File: src/rtl/i2c_rf_pkg.sv
package i2c_rf_pkg;

   localparam int BYTE_W = 8;

   typedef enum logic [1:0] {
      KIND_NONE,
      KIND_RW,
      KIND_RO,
      KIND_FLAG
   } reg_kind_e;

   typedef enum logic [2:0] {
      ST_IDLE,
      ST_RX,
      ST_ACK,
      ST_TX,
      ST_MACK
   } bus_state_e;

   typedef enum logic [1:0] {
      RX_DEV,
      RX_SUB,
      RX_DATA
   } rx_phase_e;

   // Classify one map location from the layout parameters.
   function automatic reg_kind_e kind_of(input int a, input int rw_lim,
                                         input int ro_base, input int ro_n,
                                         input int flag_a);
      if (a < rw_lim)                           return KIND_RW;
      if (a == flag_a)                          return KIND_FLAG;
      if (a >= ro_base && a < ro_base + ro_n)   return KIND_RO;
      return KIND_NONE;
   endfunction

endpackage

File: src/rtl/i2c_line_sync.sv
module i2c_line_sync #(
   parameter int STAGES = 2
) (
   input  logic clk,
   input  logic rst_n,
   input  logic scl_i,
   input  logic sda_i,
   output logic sda_s,
   output logic scl_rise,
   output logic scl_fall,
   output logic start_det,
   output logic stop_det
);

   logic [STAGES-1:0] scl_chain;
   logic [STAGES-1:0] sda_chain;
   logic              scl_q;
   logic              sda_q;
   logic              scl_s;

   always_ff @(posedge clk or negedge rst_n) begin
      if (!rst_n) begin
         scl_chain <= '1;
         sda_chain <= '1;
         scl_q     <= 1'b1;
         sda_q     <= 1'b1;
      end else begin
         scl_chain <= {scl_chain[STAGES-2:0], scl_i};
         sda_chain <= {sda_chain[STAGES-2:0], sda_i};
         scl_q     <= scl_chain[STAGES-1];
         sda_q     <= sda_chain[STAGES-1];
      end
   end

   assign scl_s     = scl_chain[STAGES-1];
   assign sda_s     = sda_chain[STAGES-1];
   assign scl_rise  = scl_s & ~scl_q;
   assign scl_fall  = ~scl_s & scl_q;
   assign start_det = scl_s & scl_q & sda_q & ~sda_s;
   assign stop_det  = scl_s & scl_q & ~sda_q & sda_s;

endmodule

File: src/rtl/i2c_bus_engine.sv
module i2c_bus_engine
   import i2c_rf_pkg::*;
#(
   parameter logic [6:0] DEV_ADDR = 7'b0111101,
   parameter int         AW       = 8
) (
   input  logic              clk,
   input  logic              rst_n,
   input  logic              sda_s,
   input  logic              scl_rise,
   input  logic              scl_fall,
   input  logic              start_det,
   input  logic              stop_det,
   input  logic [BYTE_W-1:0] rd_data,
   output logic [AW-1:0]     ptr,
   output logic              sda_oe,
   output logic              wr_en,
   output logic [AW-1:0]     wr_addr,
   output logic [BYTE_W-1:0] wr_data,
   output logic              take,
   output logic [AW-1:0]     take_addr
);

   bus_state_e        state;
   rx_phase_e         phase;
   logic [3:0]        cnt;
   logic [BYTE_W-1:0] sh;
   logic [BYTE_W-1:0] tx_sh;
   logic              rw;
   logic              nack;

   always_ff @(posedge clk or negedge rst_n) begin
      if (!rst_n) begin
         state     <= ST_IDLE;
         phase     <= RX_DEV;
         cnt       <= '0;
         sh        <= '0;
         tx_sh     <= '0;
         rw        <= 1'b0;
         nack      <= 1'b0;
         ptr       <= '0;
         sda_oe    <= 1'b0;
         wr_en     <= 1'b0;
         wr_addr   <= '0;
         wr_data   <= '0;
         take      <= 1'b0;
         take_addr <= '0;
      end else begin
         wr_en <= 1'b0;
         take  <= 1'b0;
         if (start_det) begin
            state  <= ST_RX;
            phase  <= RX_DEV;
            cnt    <= '0;
            sda_oe <= 1'b0;
         end else if (stop_det) begin
            state  <= ST_IDLE;
            sda_oe <= 1'b0;
         end else begin
            case (state)
               ST_RX: begin
                  if (scl_rise && cnt != 4'd8) begin
                     sh  <= {sh[BYTE_W-2:0], sda_s};
                     cnt <= cnt + 4'd1;
                  end else if (scl_fall && cnt == 4'd8) begin
                     cnt <= '0;
                     case (phase)
                        RX_DEV: begin
                           if (sh[7:1] == DEV_ADDR) begin
                              rw     <= sh[0];
                              sda_oe <= 1'b1;
                              state  <= ST_ACK;
                           end else begin
                              state  <= ST_IDLE;
                           end
                        end
                        RX_SUB: begin
                           ptr    <= sh[AW-1:0];
                           sda_oe <= 1'b1;
                           state  <= ST_ACK;
                        end
                        default: begin
                           wr_en   <= 1'b1;
                           wr_addr <= ptr;
                           wr_data <= sh;
                           ptr     <= ptr + 1'b1;
                           sda_oe  <= 1'b1;
                           state   <= ST_ACK;
                        end
                     endcase
                  end
               end
               ST_ACK: begin
                  if (scl_fall) begin
                     if (phase == RX_DEV && rw) begin
                        tx_sh     <= rd_data;
                        sda_oe    <= ~rd_data[BYTE_W-1];
                        cnt       <= '0;
                        take      <= 1'b1;
                        take_addr <= ptr;
                        ptr       <= ptr + 1'b1;
                        state     <= ST_TX;
                     end else begin
                        sda_oe <= 1'b0;
                        state  <= ST_RX;
                        phase  <= (phase == RX_DEV) ? RX_SUB : RX_DATA;
                     end
                  end
               end
               ST_TX: begin
                  if (scl_fall) begin
                     if (cnt == 4'd7) begin
                        sda_oe <= 1'b0;
                        cnt    <= '0;
                        state  <= ST_MACK;
                     end else begin
                        sda_oe <= ~tx_sh[BYTE_W-2];
                        tx_sh  <= {tx_sh[BYTE_W-2:0], 1'b0};
                        cnt    <= cnt + 4'd1;
                     end
                  end
               end
               ST_MACK: begin
                  if (scl_rise) begin
                     nack <= sda_s;
                  end else if (scl_fall) begin
                     if (nack) begin
                        state <= ST_IDLE;
                     end else begin
                        tx_sh     <= rd_data;
                        sda_oe    <= ~rd_data[BYTE_W-1];
                        cnt       <= '0;
                        take      <= 1'b1;
                        take_addr <= ptr;
                        ptr       <= ptr + 1'b1;
                        state     <= ST_TX;
                     end
                  end
               end
               default: ;
            endcase
         end
      end
   end


   wr_in_ack_chk: assert property (@(posedge clk) disable iff (!rst_n)
      wr_en |-> (state == ST_ACK && sda_oe));


   ptr_step_chk: assert property (@(posedge clk) disable iff (!rst_n)
      wr_en |-> (ptr == AW'(wr_addr + 1'b1)));


   oe_low_scl_chk: assert property (@(posedge clk) disable iff (!rst_n)
      (sda_oe != $past(sda_oe)) |->
         ($past(scl_fall) || $past(start_det) || $past(stop_det)));


   start_resets_chk: assert property (@(posedge clk) disable iff (!rst_n)
      start_det |=> (state == ST_RX && phase == RX_DEV && !sda_oe && cnt == 4'd0));

endmodule

File: src/rtl/i2c_reg_bank.sv
module i2c_reg_bank
   import i2c_rf_pkg::*;
#(
   parameter int AW        = 8,
   parameter int RW_LIMIT  = 'hE0,
   parameter int RO_BASE   = 'hF0,
   parameter int RO_COUNT  = 4,
   parameter int FLAG_ADDR = 'hF8
) (
   input  logic                       clk,
   input  logic                       rst_n,
   input  logic                       wr_en,
   input  logic [AW-1:0]              wr_addr,
   input  logic [BYTE_W-1:0]          wr_data,
   input  logic                       take,
   input  logic [AW-1:0]              take_addr,
   input  logic                       err_set,
   input  logic [BYTE_W*RO_COUNT-1:0] status_in,
   input  logic [AW-1:0]              rd_addr,
   input  logic [AW-1:0]              cfg_addr,
   output logic [BYTE_W-1:0]          rd_data,
   output logic [BYTE_W-1:0]          cfg_data
);

   localparam int DEPTH = 1 << AW;

   logic [BYTE_W-1:0] val [DEPTH];
   logic              flag_q;

   for (genvar a = 0; a < DEPTH; a++) begin : g_loc
      localparam reg_kind_e K = kind_of(a, RW_LIMIT, RO_BASE, RO_COUNT, FLAG_ADDR);
      if (K == KIND_RW) begin : g_rw
         logic [BYTE_W-1:0] q;
         always_ff @(posedge clk or negedge rst_n) begin
            if (!rst_n)                             q <= '0;
            else if (wr_en && wr_addr == AW'(a))    q <= wr_data;
         end
         assign val[a] = q;
      end else if (K == KIND_RO) begin : g_ro
         assign val[a] = status_in[(a - RO_BASE) * BYTE_W +: BYTE_W];
      end else if (K == KIND_FLAG) begin : g_flag
         assign val[a] = {{(BYTE_W-1){1'b0}}, flag_q};
      end else begin : g_hole
         assign val[a] = '0;
      end
   end

   always_ff @(posedge clk or negedge rst_n) begin
      if (!rst_n)                                        flag_q <= 1'b0;
      else if (err_set)                                  flag_q <= 1'b1;
      else if (take && take_addr == AW'(FLAG_ADDR))      flag_q <= 1'b0;
   end

   assign rd_data  = val[rd_addr];
   assign cfg_data = val[cfg_addr];


   flag_clear_chk: assert property (@(posedge clk) disable iff (!rst_n)
      (take && take_addr == AW'(FLAG_ADDR) && !err_set) |=> (val[FLAG_ADDR] == '0));


   flag_set_chk: assert property (@(posedge clk) disable iff (!rst_n)
      err_set |=> (val[FLAG_ADDR][0] == 1'b1));

endmodule

File: src/rtl/regmap_i2c_slave.sv
module regmap_i2c_slave
   import i2c_rf_pkg::*;
#(
   parameter logic [6:0] DEV_ADDR    = 7'b0111101,
   parameter int         AW          = 8,
   parameter int         SYNC_STAGES = 2,
   parameter int         RW_LIMIT    = 'hE0,
   parameter int         RO_BASE     = 'hF0,
   parameter int         RO_COUNT    = 4,
   parameter int         FLAG_ADDR   = 'hF8
) (
   input  logic                       clk,
   input  logic                       rst_n,
   input  logic                       scl_i,
   input  logic                       sda_i,
   output logic                       sda_oe,
   input  logic [BYTE_W*RO_COUNT-1:0] status_in,
   input  logic                       err_set,
   input  logic [AW-1:0]              cfg_addr,
   output logic [BYTE_W-1:0]          cfg_data
);

   localparam int DEPTH = 1 << AW;

   if (AW < 1 || AW > BYTE_W) begin : g_bad_aw
      initial $error("AW must lie in 1..8");
   end
   if (SYNC_STAGES < 2) begin : g_bad_sync
      initial $error("SYNC_STAGES must be at least 2");
   end
   if (RW_LIMIT > RO_BASE || RO_BASE + RO_COUNT > FLAG_ADDR || FLAG_ADDR >= DEPTH) begin : g_bad_map
      initial $error("register layout parameters overlap or exceed the map");
   end

   logic              sda_s;
   logic              scl_rise;
   logic              scl_fall;
   logic              start_det;
   logic              stop_det;
   logic [BYTE_W-1:0] rd_data;
   logic [AW-1:0]     ptr;
   logic              wr_en;
   logic [AW-1:0]     wr_addr;
   logic [BYTE_W-1:0] wr_data;
   logic              take;
   logic [AW-1:0]     take_addr;

   i2c_line_sync #(.STAGES(SYNC_STAGES)) sync_i (
      .clk       (clk),
      .rst_n     (rst_n),
      .scl_i     (scl_i),
      .sda_i     (sda_i),
      .sda_s     (sda_s),
      .scl_rise  (scl_rise),
      .scl_fall  (scl_fall),
      .start_det (start_det),
      .stop_det  (stop_det)
   );

   i2c_bus_engine #(.DEV_ADDR(DEV_ADDR), .AW(AW)) eng_i (
      .clk       (clk),
      .rst_n     (rst_n),
      .sda_s     (sda_s),
      .scl_rise  (scl_rise),
      .scl_fall  (scl_fall),
      .start_det (start_det),
      .stop_det  (stop_det),
      .rd_data   (rd_data),
      .ptr       (ptr),
      .sda_oe    (sda_oe),
      .wr_en     (wr_en),
      .wr_addr   (wr_addr),
      .wr_data   (wr_data),
      .take      (take),
      .take_addr (take_addr)
   );

   i2c_reg_bank #(
      .AW        (AW),
      .RW_LIMIT  (RW_LIMIT),
      .RO_BASE   (RO_BASE),
      .RO_COUNT  (RO_COUNT),
      .FLAG_ADDR (FLAG_ADDR)
   ) bank_i (
      .clk       (clk),
      .rst_n     (rst_n),
      .wr_en     (wr_en),
      .wr_addr   (wr_addr),
      .wr_data   (wr_data),
      .take      (take),
      .take_addr (take_addr),
      .err_set   (err_set),
      .status_in (status_in),
      .rd_addr   (ptr),
      .cfg_addr  (cfg_addr),
      .rd_data   (rd_data),
      .cfg_data  (cfg_data)
   );

endmodule

File: config.mk
export PLATFORM = sky130hd
export DESIGN_NAME = regmap_i2c_slave
export DESIGN_NICKNAME = d
export VERILOG_FILES = /design/src/rtl/i2c_rf_pkg.sv /design/src/rtl/i2c_line_sync.sv /design/src/rtl/i2c_bus_engine.sv /design/src/rtl/i2c_reg_bank.sv /design/src/rtl/regmap_i2c_slave.sv
export SDC_FILE = /design/constraint.sdc
export NUM_CORES = 2
export LEC_CHECK = 0
export BUFFER_PORTS_ARGS = -buffer_cell sky130_fd_sc_hd__buf_2
export CAP_MARGIN = 10
export CORE_AREA = 2 2 421 527
export CTS_CLUSTER_DIAMETER = 150
export DETAILED_ROUTE_END_ITERATION = 8
export DIE_AREA = 0 0 423 529
export HOLD_SLACK_MARGIN = 0.12
export MAX_ROUTING_LAYER = met4
export PLACE_DENSITY = 0.6
export SETUP_SLACK_MARGIN = 0.2
export SYNTH_ARGS = -nofsm -noshare
export SYNTH_HDL_FRONTEND = slang
export SYNTH_SLANG_ARGS = --single-unit
File: constraint.sdc
create_clock -name clk -period 7.2 [get_ports clk]
set_clock_uncertainty 0.2 [all_clocks]
set_input_delay 1.8 -clock clk [delete_from_list [all_inputs] [get_ports clk]]
set_output_delay 1.8 -clock clk [all_outputs]
set_load 0.005 [all_outputs]
==> metrics.csv <==
stage,metric,value,unit
global_routing,initial antenna violation count,25,
run,max-cap violations,0,
drt,final antenna-violating net count,0,
place,gp weighted congestion,0.942,
logic_synthesis,Synth Flop Type,dfrtp_1,
place,hpwl dp,232000,µm
logic_synthesis,Synthesized Nets,6622,
logic_synthesis,Seq cells post-synth,1860,
final_layout,Area Overhead vs Synth,10.6,%
final_layout,Nets,6586,
clocking,clock-pin slew on the worst setup and hold paths,0.06,ns
die,Starting Density,0.458,
die,# rows,192,
worst_setup_path,Most common cell on crit path,buf_4,
worst_setup_path,Setup CP Type,in -> out,
clocking,CTS tree,done,
place,I/O Buffers,53,
worst_setup_path,reg2reg setup slack,2.32,ns
final_layout,Layout Utilization,0.507,
timing,Worst-Margin Slew,1.36,ns
clocking,worst-skew pair later-pin latency,0.88,ns
pwr,VDD IR max,176,µV
timing,Final Setup Violations,0,
logic_synthesis,warnings from Yosys,0,
die,Core Box Area,219000,µm²
timing,max-slew violations,0,
worst_setup_path,CP endpoint kind,primary output,
worst_setup_path,Worst path slowest cell,mux4_2,
timing,RSZ-0062 raised after global routing,no,
die,DIE AREA,224000,µm²
run_status,status,completed,
drt,DRC viols,0,
drt,First-pass DRT Iterations,5,
worst_setup_path,Setup crit start,cfg_addr[0],
worst_setup_path,element type at the critical path start,primary input,
global_routing,largest net degree at the start of global routing,178,
place,Placed Cells,9238,
logic_synthesis,simple-gate share of the synthesized area,0.0307,
logic_synthesis,Synth Area in XOR/XNOR,0.0000874,
logic_synthesis,synthesized area,100000,µm²
logic_synthesis,Synth area leaders,"dfrtp_1 (46%), mux4_2 (22%), mux2_2 (21%)",
logic_synthesis,Compound-Gate Fraction of Synth Area,0.0292,
worst_setup_path,R2R Path Start,eng_i.ptr[0],
global_routing,vias in the first global route,66500,
logic_synthesis,Post-synth EDFFs,0,
clocking,cts bufs inserted,199,
worst_setup_path,worst path cell trace,buf_16 -> buf_4 -> buf_12 -> mux4_2 -> mux2i_1 -> o311ai_0 -> a21oi_1 -> a22o_1 -> o21ai_0 -> buf_4 -> buf_2,
die,die width,423,µm
logic_synthesis,Synth area leader,dfrtp_1,
final_layout,Final Non-Filler Cells,9609,
timing,Max-Slew Margin vs Limit,0.0913,
logic_synthesis,fraction of registers with async set/reset,1.00,
global_routing,GRT overflow,0,
timing,Fmax,0.142,GHz
clocking,Max clock buf depth,4,
worst_setup_path,R2R cell count,8,
logic_synthesis,sequential-to-total area share from yosys stat,0.465,
drt,Iter 0 DRT Violations,7227,
drt,vias per cell,6.78,
pwr,leakage power,0.0495,µW
pwr,Tot Pwr,21500,µW
drt,Total Wirelength,351000,µm
die,I/O Pins,54,
timing,Final Critical Period,7.06,ns
die,Die Ht,529,µm
worst_setup_path,worst path required time,5.20,ns
worst_setup_path,max incr delay on CP,0.58,ns
logic_synthesis,multiplexer share of the synthesized area,0.445,
logic_synthesis,Mapped Cells,6574,
logic_synthesis,Netlist cell types,75,
logic_synthesis,combinational family with the most area after synthesis,multiplexers,
worst_setup_path,top fanout value on the critical path,41,
timing,setup_tns,0,ns
worst_setup_path,R2R Path End,eng_i.tx_sh[3],
drt,Vias,65200,
final_layout,layout cells sized above 1,0.530,
clocking,clk root buf,clkbuf_16,
global_routing,GRT Overall Usage,0.323,
global_routing,first-pass GRT wire length,504000,µm
worst_hold_path,Hold WC Path Type,reg -> reg,
worst_setup_path,Setup crit end,cfg_data[1],
clocking,CTS H-Tree Depth,4,
drt,wire length per cell,36.5,µm
logic_synthesis,Synth Area in Adders,0.000375,
clocking,Sink Count,1860,
timing,fin crit share,0.981,
pwr,cell area power density,194,nW/µm²
worst_setup_path,"Arr. time, crit path",5.06,ns
logic_synthesis,post-synth top area share,0.463,
timing,"Hold Violations, Final",0,
logic_synthesis,Mean Syn Cell Area,15.2,µm²
area by class of cell:
class | instances | area (µm²)
multi-input cells | 4108 | 50900
diodes | 25 | 62.6
repair buffers | 347 | 3240
clock buffers | 291 | 5840
fillers | 18400 | 108000
well taps | 2910 | 3640
clock inverters | 46 | 419
flip-flops and latches | 1860 | 46600
inverters | 22 | 86.3
through the flow:
| step | area, µm² | setup slack [ns] | hold WS, ns |
|---|---|---|---|
| after detailed placement | 104000 | -0.369 | 0.150 |
| after floorplan | 100000 | 1.12 | 0.145 |
| after global placement | 104000 | -0.360 | 0.150 |
| after CTS | 111000 | 0.171 | 0.162 |
| after global routing | 111000 | 0.199 | 0.165 |
| final | 111000 | 0.137 | 0.159 |
flip-flops by register name, summed over array words and instances (netlist names), 2 cells and up:
signal and flops:
eng_i.wr_data 8, eng_i.sh 8, eng_i.cnt 4, sync_i.scl_chain 2, eng_i.tx_sh 7, eng_i.state 3, eng_i.ptr 8, eng_i.phase 2
eng_i.take_addr 8, sync_i.sda_chain 2, eng_i.wr_addr 8, bank_i.g_loc.g_rw.q 1792
cell families (layout without fill, tap and decap cells):
family	after synthesis	in the layout
muxes	3008	3008
other	0	25
adders and majority gates	3	3
buffers and inverters	606	706
AOI/OAI and AO/OA	427	427
and+or+nand+nor	669	669
xor gates and xnor gates	1	1
DFF	1860	1860
synthesized netlist by cell type (all sizes together), types with 6 or more instances:
cell type  number
a211oi          9
a21oi          88
a221o          23
a221oi         36
a22o           11
a22oi          74
a31oi          20
and2           18
and3           10
buf           207
clkbuf        377
dfrtp        1854
dfstp           6
inv            21
mux2         1845
mux2i         189
mux4          974
nand2         303
nand2b         22
nand3          60
nand3b          6
nand4          18
nor2          126
nor2b          28
nor3           34
nor4           12
o211ai         14
o21ai          74
o221ai          9
o22ai          22
o311ai          9
o31ai          10
or3             9
layout by cell type, fill, tap and decap left out, types with 22 or more instances in the layout:
master and n:
mux2_2 1845, dfrtp_1 1840, mux4_2 964, nand2_1 303, buf_4 239, clkbuf_16 202
mux2i_1 189, nor2_1 108, a21oi_1 86, a22oi_1 74, o21ai_0 72, nand3_1 58
buf_12 51, clkbuf_8 50, buf_2 48, clkbuf_1 42, a221oi_1 35, clkinv_2 32
diode_2 25, nor3_1 25, a221o_1 23, nand2b_1 22, nor2b_1 22, o22ai_1 22
power breakdown:
group | internal, µW | leakage (µW) | total (µW) | switching, µW
combinational | 255 | 0.0205 | 812 | 556
clock | 5790 | 0.00310 | 10200 | 4410
sequential | 10500 | 0.0259 | 10500 | 36.4
metal layers:
metal / part of all wire / GRT usage
met1: 0.39 / 0.409
met5: 0 / -
met2: 0.47 / 0.494
met4: 0.058 / 0.161
met3: 0.083 / 0.0686
critical path, delay by kind of cell:
family	cells	cell delay, ns
muxes	2	1.06
buffers and inverters	5	1.06
AOI/OAI and AO/OA	4	1.05
worst min path at each step:
stage | depth (start not counted) | end | from | slack (ns)
CTS | 0 | sync_i.scl_chain[1] | sync_i.scl_chain[0] | 0.16
detailed placement | 0 | sync_i.scl_chain[1] | sync_i.scl_chain[0] | 0.15
finish | 0 | sync_i.scl_chain[1] | sync_i.scl_chain[0] | 0.16
global placement | 0 | sync_i.scl_chain[1] | sync_i.scl_chain[0] | 0.15
floorplan | 0 | sync_i.scl_chain[1] | sync_i.scl_chain[0] | 0.15
global route | 0 | sync_i.scl_chain[1] | sync_i.scl_chain[0] | 0.17
timing repair:
action / in CTS / in global routing
hold endpoints to repair: 0 / 0
pin swaps: 0 / 2
buffers inserted: 0 / 7
endpoints found under the setup margin: 7 / 5
hold buffers: 0 / 0
gates resized for setup: 14 / 11
cloned: 0 / 2
Power figures use the tool's default switching activity.
